[src/rtl/evt_pkg.sv]
`timescale 1ns/1ps
package evt_pkg;
    localparam int FLD_W    = 8;
    localparam int IE_BIT   = 6;
    localparam int MODE_BIT = 7;
    localparam int NREQ     = 7;

    typedef enum logic [2:0] {
        EV_NONE, EV_SBI, EV_RST, EV_AE, EV_RIE, EV_TRAP, EV_FPE, EV_EI
    } evt_e;

    typedef enum logic [1:0] {
        ST_RUN, ST_BREAK, ST_TERM
    } ctl_state_e;

    function automatic int unsigned evt_index(evt_e e);
        case (e)
            EV_RST:  return 0;
            EV_SBI:  return 1;
            EV_RIE:  return 2;
            EV_AE:   return 3;
            EV_FPE:  return 4;
            EV_EI:   return 5;
            default: return 0;
        endcase
    endfunction

    function automatic logic is_canceled(evt_e e);
        return (e == EV_AE) || (e == EV_RIE);
    endfunction
endpackage

[src/rtl/evt_prio.sv]
`timescale 1ns/1ps
module evt_prio
    import evt_pkg::*;
(
    input  logic [NREQ-1:0] req,   // bit 0 is most urgent
    output evt_e            sel
);
    localparam evt_e PRIO [NREQ] = '{EV_SBI, EV_RST, EV_AE, EV_RIE, EV_TRAP, EV_FPE, EV_EI};

    always_comb begin
        sel = EV_NONE;
        for (int i = NREQ - 1; i >= 0; i--) begin
            if (req[i]) sel = PRIO[i];
        end
    end
endmodule

[src/rtl/evt_vecgen.sv]
`timescale 1ns/1ps
module evt_vecgen
    import evt_pkg::*;
#(
    parameter int               XLEN      = 32,
    parameter int               TRAP_W    = 4,
    parameter int               TRAP_IDX0 = 16,
    parameter logic [XLEN-1:0]  VEC_BASE  = 'h1000
) (
    input  evt_e              sel,
    input  logic [TRAP_W-1:0] trap_num,
    output logic [XLEN-1:0]   vec_addr
);
    logic [XLEN-1:0] idx;

    always_comb begin
        if (sel == EV_TRAP) idx = XLEN'(TRAP_IDX0) + XLEN'(trap_num);
        else                idx = XLEN'(evt_index(sel));
        vec_addr = VEC_BASE + (idx << 2);
    end
endmodule

[src/rtl/evt_ctrl.sv]
`timescale 1ns/1ps
module evt_ctrl
    import evt_pkg::*;
#(
    parameter int               XLEN     = 32,
    parameter int               TRAP_W   = 4,
    parameter logic [XLEN-1:0]  VEC_BASE = 'h1000
) (
    input  logic              clk,
    input  logic              rst_n,
    input  logic [XLEN-1:0]   pc_cur,
    input  logic [XLEN-1:0]   pc_next,
    input  logic              req_sbi,
    input  logic              req_rst,
    input  logic              req_ae,
    input  logic              req_rie,
    input  logic              req_trap,
    input  logic [TRAP_W-1:0] trap_num,
    input  logic              req_fpe,
    input  logic              req_ei,
    input  logic              rte,
    input  logic              acc_we,
    input  logic              acc_sel,
    input  logic [XLEN-1:0]   acc_wdata,
    output logic              redirect,
    output logic [XLEN-1:0]   redirect_pc,
    output logic              term_req,
    output logic [XLEN-1:0]   bpc_q,
    output logic [XLEN-1:0]   status_q
);
    localparam logic [XLEN-1:0]  ALIGN_M   = ~XLEN'(3);
    localparam logic [FLD_W-1:0] ENTRY_CLR = FLD_W'((1 << IE_BIT) | (1 << MODE_BIT));

    ctl_state_e      st_q, st_d;
    evt_e            sel;
    logic [NREQ-1:0] req_vec;
    logic [XLEN-1:0] vec_addr;
    logic [XLEN-1:0] save_pc;
    logic            ev_take, ret_take, brk_ret;

    // Request vector, most urgent in bit 0; interrupt gated by enable bit
    assign req_vec = {req_ei & status_q[IE_BIT], req_fpe, req_trap,
                      req_rie, req_ae, req_rst, req_sbi};

    evt_prio u_prio (
        .req (req_vec),
        .sel (sel)
    );

    evt_vecgen #(
        .XLEN     (XLEN),
        .TRAP_W   (TRAP_W),
        .VEC_BASE (VEC_BASE)
    ) u_vec (
        .sel      (sel),
        .trap_num (trap_num),
        .vec_addr (vec_addr)
    );

    assign save_pc = is_canceled(sel) ? pc_cur : pc_next;

    // State register
    always_ff @(posedge clk or negedge rst_n) begin
        if (!rst_n) st_q <= ST_RUN;
        else        st_q <= st_d;
    end

    // Next state and outputs
    always_comb begin
        st_d        = st_q;
        redirect    = 1'b0;
        redirect_pc = vec_addr;
        ev_take     = 1'b0;
        ret_take    = 1'b0;
        brk_ret     = 1'b0;
        term_req    = 1'b0;
        unique case (st_q)
            ST_RUN: begin
                if (sel != EV_NONE) begin
                    ev_take  = 1'b1;
                    redirect = 1'b1;
                    if (sel == EV_SBI) st_d = ST_BREAK;
                end else if (rte) begin
                    ret_take    = 1'b1;
                    redirect    = 1'b1;
                    redirect_pc = bpc_q;
                end
            end
            ST_BREAK: begin
                if (rte) begin
                    brk_ret = 1'b1;
                    st_d    = ST_TERM;
                end
            end
            ST_TERM: begin
                term_req = 1'b1;
            end
            default: begin
                st_d = ST_RUN;
            end
        endcase
    end

    // Backup PC and status register
    always_ff @(posedge clk or negedge rst_n) begin
        if (!rst_n) begin
            bpc_q    <= '0;
            status_q <= '0;
        end else if (ev_take) begin
            if (sel == EV_RST) begin
                status_q <= '0;
            end else begin
                bpc_q    <= save_pc & ALIGN_M;
                status_q <= {status_q[XLEN-1:2*FLD_W],
                             status_q[FLD_W-1:0],
                             status_q[FLD_W-1:0] & ~ENTRY_CLR};
            end
        end else if (ret_take) begin
            status_q[FLD_W-1:0] <= status_q[2*FLD_W-1:FLD_W];
        end else if (acc_we && !brk_ret) begin
            if (acc_sel) status_q <= acc_wdata;
            else         bpc_q    <= acc_wdata & ALIGN_M;
        end
    end
endmodule

[config.mk]
export PLATFORM = sky130hd
export DESIGN_NAME = evt_ctrl
export DESIGN_NICKNAME = d
export VERILOG_FILES = /design/src/rtl/evt_pkg.sv /design/src/rtl/evt_prio.sv /design/src/rtl/evt_vecgen.sv /design/src/rtl/evt_ctrl.sv
export SDC_FILE = /design/constraint.sdc
export NUM_CORES = 1
export LEC_CHECK = 0
export ABC_CLOCK_PERIOD_IN_PS = 3200
export CORE_AREA = 2 2 82 84
export DETAILED_ROUTE_END_ITERATION = 10
export DIE_AREA = 0 0 84 86
export DONT_BUFFER_PORTS = 1
export HOLD_SLACK_MARGIN = 0.1
export PLACE_DENSITY = 0.71
export SLEW_MARGIN = 20
export SYNTH_ARGS = -nofsm -noshare
export SYNTH_HDL_FRONTEND = slang
export SYNTH_SLANG_ARGS = --single-unit
[constraint.sdc]
create_clock -name clk -period 3.2 [get_ports clk]
set_input_delay 0.16 -clock clk [delete_from_list [all_inputs] [get_ports clk]]
set_output_delay 0.16 -clock clk [all_outputs]
set_load 0.1 [all_outputs]
==> flow_summary.ini, run 1 <==
[status]
status = finished clean

[global_route]
grt_pass1_vias = 3420
grt_max_degree = 65
antenna_found_initial = 0
grt_pass1_wl_um = 18800
overflow = 0
grtUsageTotal_pct = 33.4

[synthesis]
synth-main-ff-cell = dfrtp_1
ys_seq_area_share_pct = 45.7
synth-warning-count = 0
synth_most_common_cell = dfrtp_1
yosys.area.top_type = dfrtp_1
syn-cell-area_mm2 = 0.00350
synth_edf_count = 0
synth-seq-cells = 64
ys_top_cells_by_count = dfrtp_1, a21oi_1, o21ai_0
yosysUniqueCellTypes = 39
async_flop_share_pct = 100
synth_top_area_share_pct = 45.7
avgSynthCellArea_um2 = 9.76
synth_area_leaders = dfrtp_1, a221o_1, a21oi_1
synthCells = 359

[timing]
fin_crit_sh_pct = 81.0
drv_slew = 0
relSlewSlack_pct = 25.7
hold_viol = 0
fin_crit_ps = 2590
report.final.setup_viol = 0
worst_pin_slew_ps = 1110
fmax_mhz = 386
skew_ps = 12.5
rsz0062_at_grt = false
totalNegativeSetupSlack_ps = 0

[cells_and_area]
final_cells = 497
diodes = 0
syn2layout_area_growth_pct = 35.6
fin_util_pct = 75.7
drive_above_1_share_pct = 17.6
nNetsFinal = 527

[worst_setup_path]
startpoint_type = register
cp.required_ps = 3040
critPathCaptureType = primary output
cp.arrival_ps = 2430
crit_chain = a211oi_2 -> and3_1 -> buf_4 -> nand2_1 -> o211ai_1 -> clkbuf_16
critical_path_class = register to primary output
critPathSlowestCell = a211oi_2
critical_path.max_fanout = 15
max_stage_delay_ps = 500
reg2reg_slack_ps = 840

[routing]
ant_nets = 0
vias = 3426
wire_per_inst_um = 24.3
wl_um = 12100
vias_per_cell = 6.89
drt_iter0_drc = 288
drtPass1Iterations = 5
drc_errors = 0

[clock_network]
clk_path_buf_depth = 2
root_buffer = clkbuf_8
clk_pin_slew_ps = 70
cts_resized = 0
numCtsBuffers = 9
insertion_delay_ps = 340
cts-htree-levels = 3
clkSinkCount = 64
cts_setup_buffers = 0
cts_tree = done

[placed_design]
port_buffers = 0
gp_congestion = 0.899
place_hpwl_um = 8080
placedCellCount = 445

[die]
die_w_um = 84
die-height_um = 86
die_area_mm2 = 0.00722
start_util_pct = 55.8
io_pins = 210
std_cell_rows = 29
core_mm2 = 0.00628

[worst_hold_path]
hold_class = input port to register

[flow_run]
maxCapViolations = 0
## cell families after synthesis
group                  synth area share (%)
other                                 0.107
buffers and inverters                  6.00
AND/OR/NAND/NOR                        14.0
flip-flops                             45.7
multiplexers                           3.82
AO/OA/AOI/OAI                          30.4
## critical path, delay by kind of cell, from the launching register on
family,cells,cell delay [ps]
compound gates,2,670
simple gates,2,510
buf+inv,2,510
flops,1,400
## final timing paths
check | from | end | cells after the start
setup / recovery | status_q[6]$_DFFE_PN0P_ | redirect_pc[3] | 6
min in group asynchronous | rst_n | status_q[25]$_DFFE_PN0P_ | 2
setup reg to reg | status_q[6]$_DFFE_PN0P_ | bpc_q[15]$_DFFE_PN0P_ | 5
hold / removal | pc_cur[22] | bpc_q[22]$_DFFE_PN0P_ | 3
max in group asynchronous | rst_n | bpc_q[15]$_DFFE_PN0P_ | 2
hold reg to reg | st_q[0]$_DFFE_PN0P_ | st_q[1]$_DFFE_PN0P_ | 2
## per-layer routing
metal / global-route usage [%] / wire [µm] / vias to the layer above
met3: 8.18 / 1210 / 34
met1: 42.5 / 4560 / 1675
met4: 15.2 / 355 / 0
met2: 54.3 / 5970 / 250
li1: - / - / 1467
met5: 0 / 0 / -
## registers in the layout, summed over array words and instances, names as in the netlist
| register | count |
|---|---|
| status_q | 32 |
| st_q | 2 |
| bpc_q | 30 |
## cells in the final DEF, fill, tap and decap left out, types with 11 or more instances in the layout
master         netlist  final
o21ai_0             35     33
mux2i_1             12     12
clkbuf_8             0     11
nand2_1             16     16
buf_4                6     14
and2_1              24     24
dlygate4sd3_1        0     35
a22o_1              17     17
dfrtp_1             64     64
a221o_1             30     30
buf_12               0     27
a21oi_1             44     43
nand3_1             31     31
## stage by stage
stage / hold WS (ps) / setup slack (ps) / cell area [µm²]
CTS: 112 / 600 / 4740
finish: 127 / 609 / 4750
global route: 150 / 494 / 4750
floorplan: -136 / 137 / 3510
detailed placement: -134 / 861 / 4110
global placement: -134 / 869 / 4110
## repair_timing
item                                    in CTS  in global routing
endpoints found under the setup margin       0                  0
hold endpoints to repair                   127                  0
hold buffers                                36                  0
## area by class of cell
type | count | area, µm²
Timing Repair Buffer | 78 | 1050
Tap cell | 77 | 96.3
Sequential cell | 64 | 1600
Multi-Input combinational cell | 257 | 1730
Fill cell | 439 | 1530
Clock buffer | 11 | 151
Inverter | 5 | 18.8
Clock inverter | 5 | 103
Power of run 1 is not shown: default switching activity piles up to over one toggle a cycle in this logic, so the estimate is an artifact.
==> inputs of run 2 (changes only) <==
--- a/config.mk
+++ b/config.mk
@@ -5,7 +5,7 @@
 export SDC_FILE = /design/constraint.sdc
 export NUM_CORES = 1
 export LEC_CHECK = 0
-export ABC_CLOCK_PERIOD_IN_PS = 3200
+export ABC_CLOCK_PERIOD_IN_PS = 2400
 export CORE_AREA = 2 2 82 84
 export DETAILED_ROUTE_END_ITERATION = 10
 export DIE_AREA = 0 0 84 86
==> constraint.sdc (replaced) <==
create_clock -name clk -period 2.4 [get_ports clk]
set_input_delay 0.12 -clock clk [delete_from_list [all_inputs] [get_ports clk]]
set_output_delay 0.12 -clock clk [all_outputs]
set_load 0.1 [all_outputs]
==> run 2 against run 1 <==
Effect of this change:
- worst hold slack got worse by 21 ps
- first-iteration DRC count decreased by 9.4%
- non-clock buffer count increased by 69
- global-route usage increased by 0.90 points
- sequential share of layout area decreased by 2.8 points
- die area unchanged
- setup slack got worse by 470 ps
==> flow_summary.ini, run 2 (synthesis results as in run 1) <==
[status]
status = finished clean

[clock_network]
clkSinkCount = 64
root_buffer = clkbuf_8
clk_pin_slew_ps = 70
numCtsBuffers = 9
cts_resized = 0
clk_path_buf_depth = 2
cts-htree-levels = 3
insertion_delay_ps = 330
cts_tree = done

[die]
die-height_um = 86
std_cell_rows = 29
die_w_um = 84
die_area_mm2 = 0.00722
start_util_pct = 55.8
core_mm2 = 0.00628
io_pins = 210

[timing]
drv_slew = 0
fin_crit_sh_pct = 94.4
relSlewSlack_pct = 38.9
fin_crit_ps = 2260
rsz0062_at_grt = false
worst_pin_slew_ps = 916
fmax_mhz = 442
report.final.setup_viol = 0
hold_viol = 0
whs_ps = 106
skew_ps = 13.9

[global_route]
grt_max_degree = 65
grt_pass1_vias = 3693
grtUsageTotal_pct = 34.2
overflow = 0
grt_pass1_wl_um = 19100
antenna_found_initial = 1

[cells_and_area]
drive_above_1_share_pct = 30.3
seq_area_mm2 = 0.00161
multi_input_area_mm2 = 0.00175
mostFrequentLayoutCells = buf_4, dfrtp_1, a21oi_1, dlygate4sd3_1, o21ai_0
syn2layout_area_growth_pct = 48.3
top_regs = status_q x32, bpc_q x30, st_q x2
nNetsFinal = 596
n_fill_cell = 376
max_flop_register = status_q
largest_reg_flops = 32
final_common_cell = buf_4

[placed_design]
place_hpwl_um = 8610
gp_congestion = 0.940
port_buffers = 0

[worst_setup_path]
critical_path.max_fanout = 17
critPathCaptureType = primary output
critPathSlowestCell = dfrtp_4
worstRegToRegCells = 4
startpoint_type = register
critical_path_class = register to primary output
max_stage_delay_ps = 480
cp.required_ps = 2280
crit_start = status_q[6]$_DFFE_PN0P_
crit_chain = a211oi_4 -> and3_1 -> buf_4 -> nand2_1 -> o211ai_1 -> clkbuf_16
rr_startpoint = status_q[6]$_DFFE_PN0P_
cp.arrival_ps = 2140

[routing]
drc_errors = 0
drtPass1Iterations = 5
vias = 3655
wl_um = 12600
drt_iter0_drc = 261
vias_per_cell = 6.46
wire_per_inst_um = 22.2
ant_nets = 0

[worst_hold_path]
min_from = pc_cur[16]
hold_class = input port to register
hold_depth = 3

[flow_run]
maxCapViolations = 0
run 2: cell count changes in the layout (fill, tap and decap cells not counted), moves of 2 or more:
cell,delta
clkbuf_1,+3
clkbuf_8,-2
and2_2,+10
and2_1,-10
bufinv_16,-3
dlygate4sd3_1,+2
buf_4,+67
run 2: worst paths after layout:
check | to | slack [ps]
worst max-delay path | redirect_pc[3] | 140
worst min register to register | status_q[21]$_DFFE_PN0P_ | 520
min in group asynchronous | status_q[8]$_DFFE_PN0P_ | 310
max in group asynchronous | status_q[6]$_DFFE_PN0P_ | 1790
worst max register to register | status_q[30]$_DFFE_PN0P_ | 210
worst min-delay path | bpc_q[16]$_DFFE_PN0P_ | 110
run 2: what timing repair did:
item | CTS | global route
buffers inserted | 0 | 0
hold buffers | 38 | 0
endpoints found under the hold margin | 127 | 0
run 2: final cells by class:
class / instances / area share (%)
inverters: 5 / 0.361
flip-flops and latches: 64 / 30.9
well taps: 77 / 1.85
clock inverters: 3 / 0.385
diodes: 1 / 0.0482
clock buffers: 12 / 2.60
repair buffers: 147 / 30.3
multi-input cells: 257 / 33.6
run 2: critical path, delay by kind of cell (launching register included):
| family | cells | cell delay [ps] |
|---|---|---|
| buffers and inverters | 2 | 500 |
| and+or+nand+nor | 2 | 330 |
| DFF | 1 | 480 |
| AOI/OAI and AO/OA | 2 | 510 |
run 2: metrics by stage:
step	std cells	instance area [µm²]	utilization (%)	TNS, ps	worst slack (ps)
floorplan	362	3560	-	-111	-111
global placement	512	4640	73.9	0	329
detailed placement	512	4640	73.9	0	233
CTS	565	5190	82.7	0	117
global route	566	5190	82.8	0	21.6
finish	566	5190	82.8	0	135
run 2: layer usage:
layer	GRT usage, %	share of wire [%]
met1	41.5	39
met2	57.6	49
met3	9.62	8.9
met4	14.8	2.4
met5	0	0
Power of run 2 is left out for the same reason.
==> inputs of run 3 (changes only) <==
--- a/config.mk
+++ b/config.mk
@@ -12,6 +12,7 @@
 export DONT_BUFFER_PORTS = 1
 export HOLD_SLACK_MARGIN = 0.1
 export PLACE_DENSITY = 0.71
+export SETUP_SLACK_MARGIN = 0.2
 export SLEW_MARGIN = 20
 export SYNTH_ARGS = -nofsm -noshare
 export SYNTH_HDL_FRONTEND = slang
==> run 3 against run 2 <==
Effect of this change:
- register-to-register slack improved by 170 ps
- via count increased by 3.7%
- critical endpoint unchanged
- critical path type unchanged
- clock-buffer cell count increased by 1
- final area increased by 3.1%
- fmax increased by 2.8%
==> flow_summary.ini, run 3 (synthesis results as in run 1) <==
[placed_design]
gp_congestion = 0.969
pre_cts_ws_ps = 309
port_buffers = 0
place_hpwl_um = 8690
placedCellCount = 513

[clock_network]
clk_pin_slew_ps = 70
cts-htree-levels = 3
clkSinkCount = 64
numCtsBuffers = 9
insertion_delay_ps = 340
root_buffer = clkbuf_8
clk_path_buf_depth = 2
cts_tree = done

[cells_and_area]
final_cells = 574
drive_above_1_share_pct = 34.5
final_common_cell = buf_4
mostFrequentLayoutCells = buf_4, dfrtp_1, a21oi_1, dlygate4sd3_1, o21ai_0
top_regs = status_q x32, bpc_q x30, st_q x2
largest_reg_flops = 32
syn2layout_area_growth_pct = 52.9
max_flop_register = status_q
nNetsFinal = 603
n_fill_cell = 354

[worst_setup_path]
crit_start = status_q[6]$_DFFE_PN0P_
crit_chain = a211oi_4 -> buf_4 -> and3_4 -> buf_6 -> nand2_1 -> o211ai_1 -> clkbuf_16
critical_path.max_fanout = 6
critPathCaptureType = primary output
startpoint_type = register
critPathSlowestCell = dfrtp_4
critical_path_class = register to primary output
max_stage_delay_ps = 490
cp.arrival_ps = 2080
critPathTopFamily = buffers and inverters
cp_num_buf_inv = 3
rr_startpoint = st_q[1]$_DFFE_PN0P_
cp.required_ps = 2280

[timing]
fin_crit_ps = 2200
fin_crit_sh_pct = 91.8
worst_pin_slew_ps = 693
relSlewSlack_pct = 53.8
timing.final.ws_setup_ps = 198
drv_slew = 0
report.final.setup_viol = 0
rsz0062_at_grt = true
skew_ps = 9.47
hold_viol = 0
fmax_mhz = 454

[global_route]
grt_max_degree = 65
use_met3_pct = 10.0
globalRouteMet1Util_pct = 44.8
grt_pass1_vias = 3842
grt_busiest_layer = met2
grt_use_met2_pct = 61.2
grtUsageTotal_pct = 36.4
overflow = 0
antenna_found_initial = 1
grt_pass1_wl_um = 20300

[routing]
drt_iter0_drc = 332
drtPass1Iterations = 6
ant_nets = 0
drc_errors = 0
vias_per_cell = 6.60
wire_per_inst_um = 23.3
vias = 3789
wl_um = 13400

[status]
status = finished clean

[worst_hold_path]
min_from = pc_cur[5]
hold_class = input port to register

[die]
start_util_pct = 55.8
die_area_mm2 = 0.00722
die-height_um = 86
die_w_um = 84
std_cell_rows = 29
io_pins = 210
core_mm2 = 0.00628

[flow_run]
maxCapViolations = 0
==> run 3: changes by cell type in the layout (fill, tap and decap cells not counted), sizes merged <==
| cell | before | now |
|---|---|---|
| buf | 109 | 113 |
| bufinv | 0 | 1 |
| clkbuf | 13 | 14 |
| clkinv | 1 | 2 |
| clkinvlp | 2 | 0 |
| dlygate4sd3 | 37 | 40 |
==> run 3: layout make-up <==
type | instances | area (µm²) | area share (%)
multi-input cells | 257 | 1780 | 33.2
repair buffers | 154 | 1650 | 30.9
flip-flops and latches | 64 | 1610 | 30.0
clock buffers | 13 | 159 | 2.97
well taps | 77 | 96.3 | 1.80
clock inverters | 3 | 40.0 | 0.748
inverters | 5 | 18.8 | 0.351
diodes | 1 | 2.50 | 0.0467
==> run 3: per-layer routing <==
| layer | up-vias | share of wire, % | wire (µm) |
|---|---|---|---|
| met1 | 1874 | 38 | 5110 |
| li1 | 1620 | - | - |
| met5 | - | 0 | 0 |
| met2 | 263 | 50 | 6730 |
| met3 | 32 | 9.1 | 1220 |
| met4 | 0 | 2.4 | 324 |
==> run 3: worst paths after layout <==
path | end | slack, ps | cells past startpoint
max | redirect_pc[3] | 200 | 7
min | bpc_q[5]$_DFFE_PN0P_ | 110 | 3
max reg2reg | status_q[0]$_DFFE_PN0P_ | 380 | 5
min reg2reg | status_q[20]$_DFFE_PN0P_ | 520 | 1
max in group asynchronous | status_q[6]$_DFFE_PN0P_ | 1810 | 2
min in group asynchronous | status_q[2]$_DFFE_PN0P_ | 300 | 2
==> run 3: per-stage QoR <==
step	area, µm²	hold WS [ps]	util (%)	TNS, ps
finish	5350	108	85.3	0
detailed placement	4670	-174	74.3	0
CTS	5310	103	84.5	0
global placement	4670	-174	74.3	0
floorplan	3590	-176	-	-111
global route	5350	111	85.3	0
==> run 3: what timing repair did <==
| action | CTS | global route |
|---|---|---|
| hold buffers | 40 | 1 |
| buffers inserted | 2 | 0 |
| pin swaps | 1 | 0 |
| hold endpoints to repair | 127 | 1 |
| endpoints found under the setup margin | 29 | 37 |
| gates resized for setup | 2 | 7 |
| gates cloned | 0 | 1 |
==> run 3: worst reg2reg max path, delay by kind of cell, from the launching register on <==
family                 cells  cell delay, ps
AOI/OAI and AO/OA          2             670
buffers and inverters      1             190
DFF                        1             490
and+or+nand+nor            2             600
Power of run 3 is left out for the same reason.
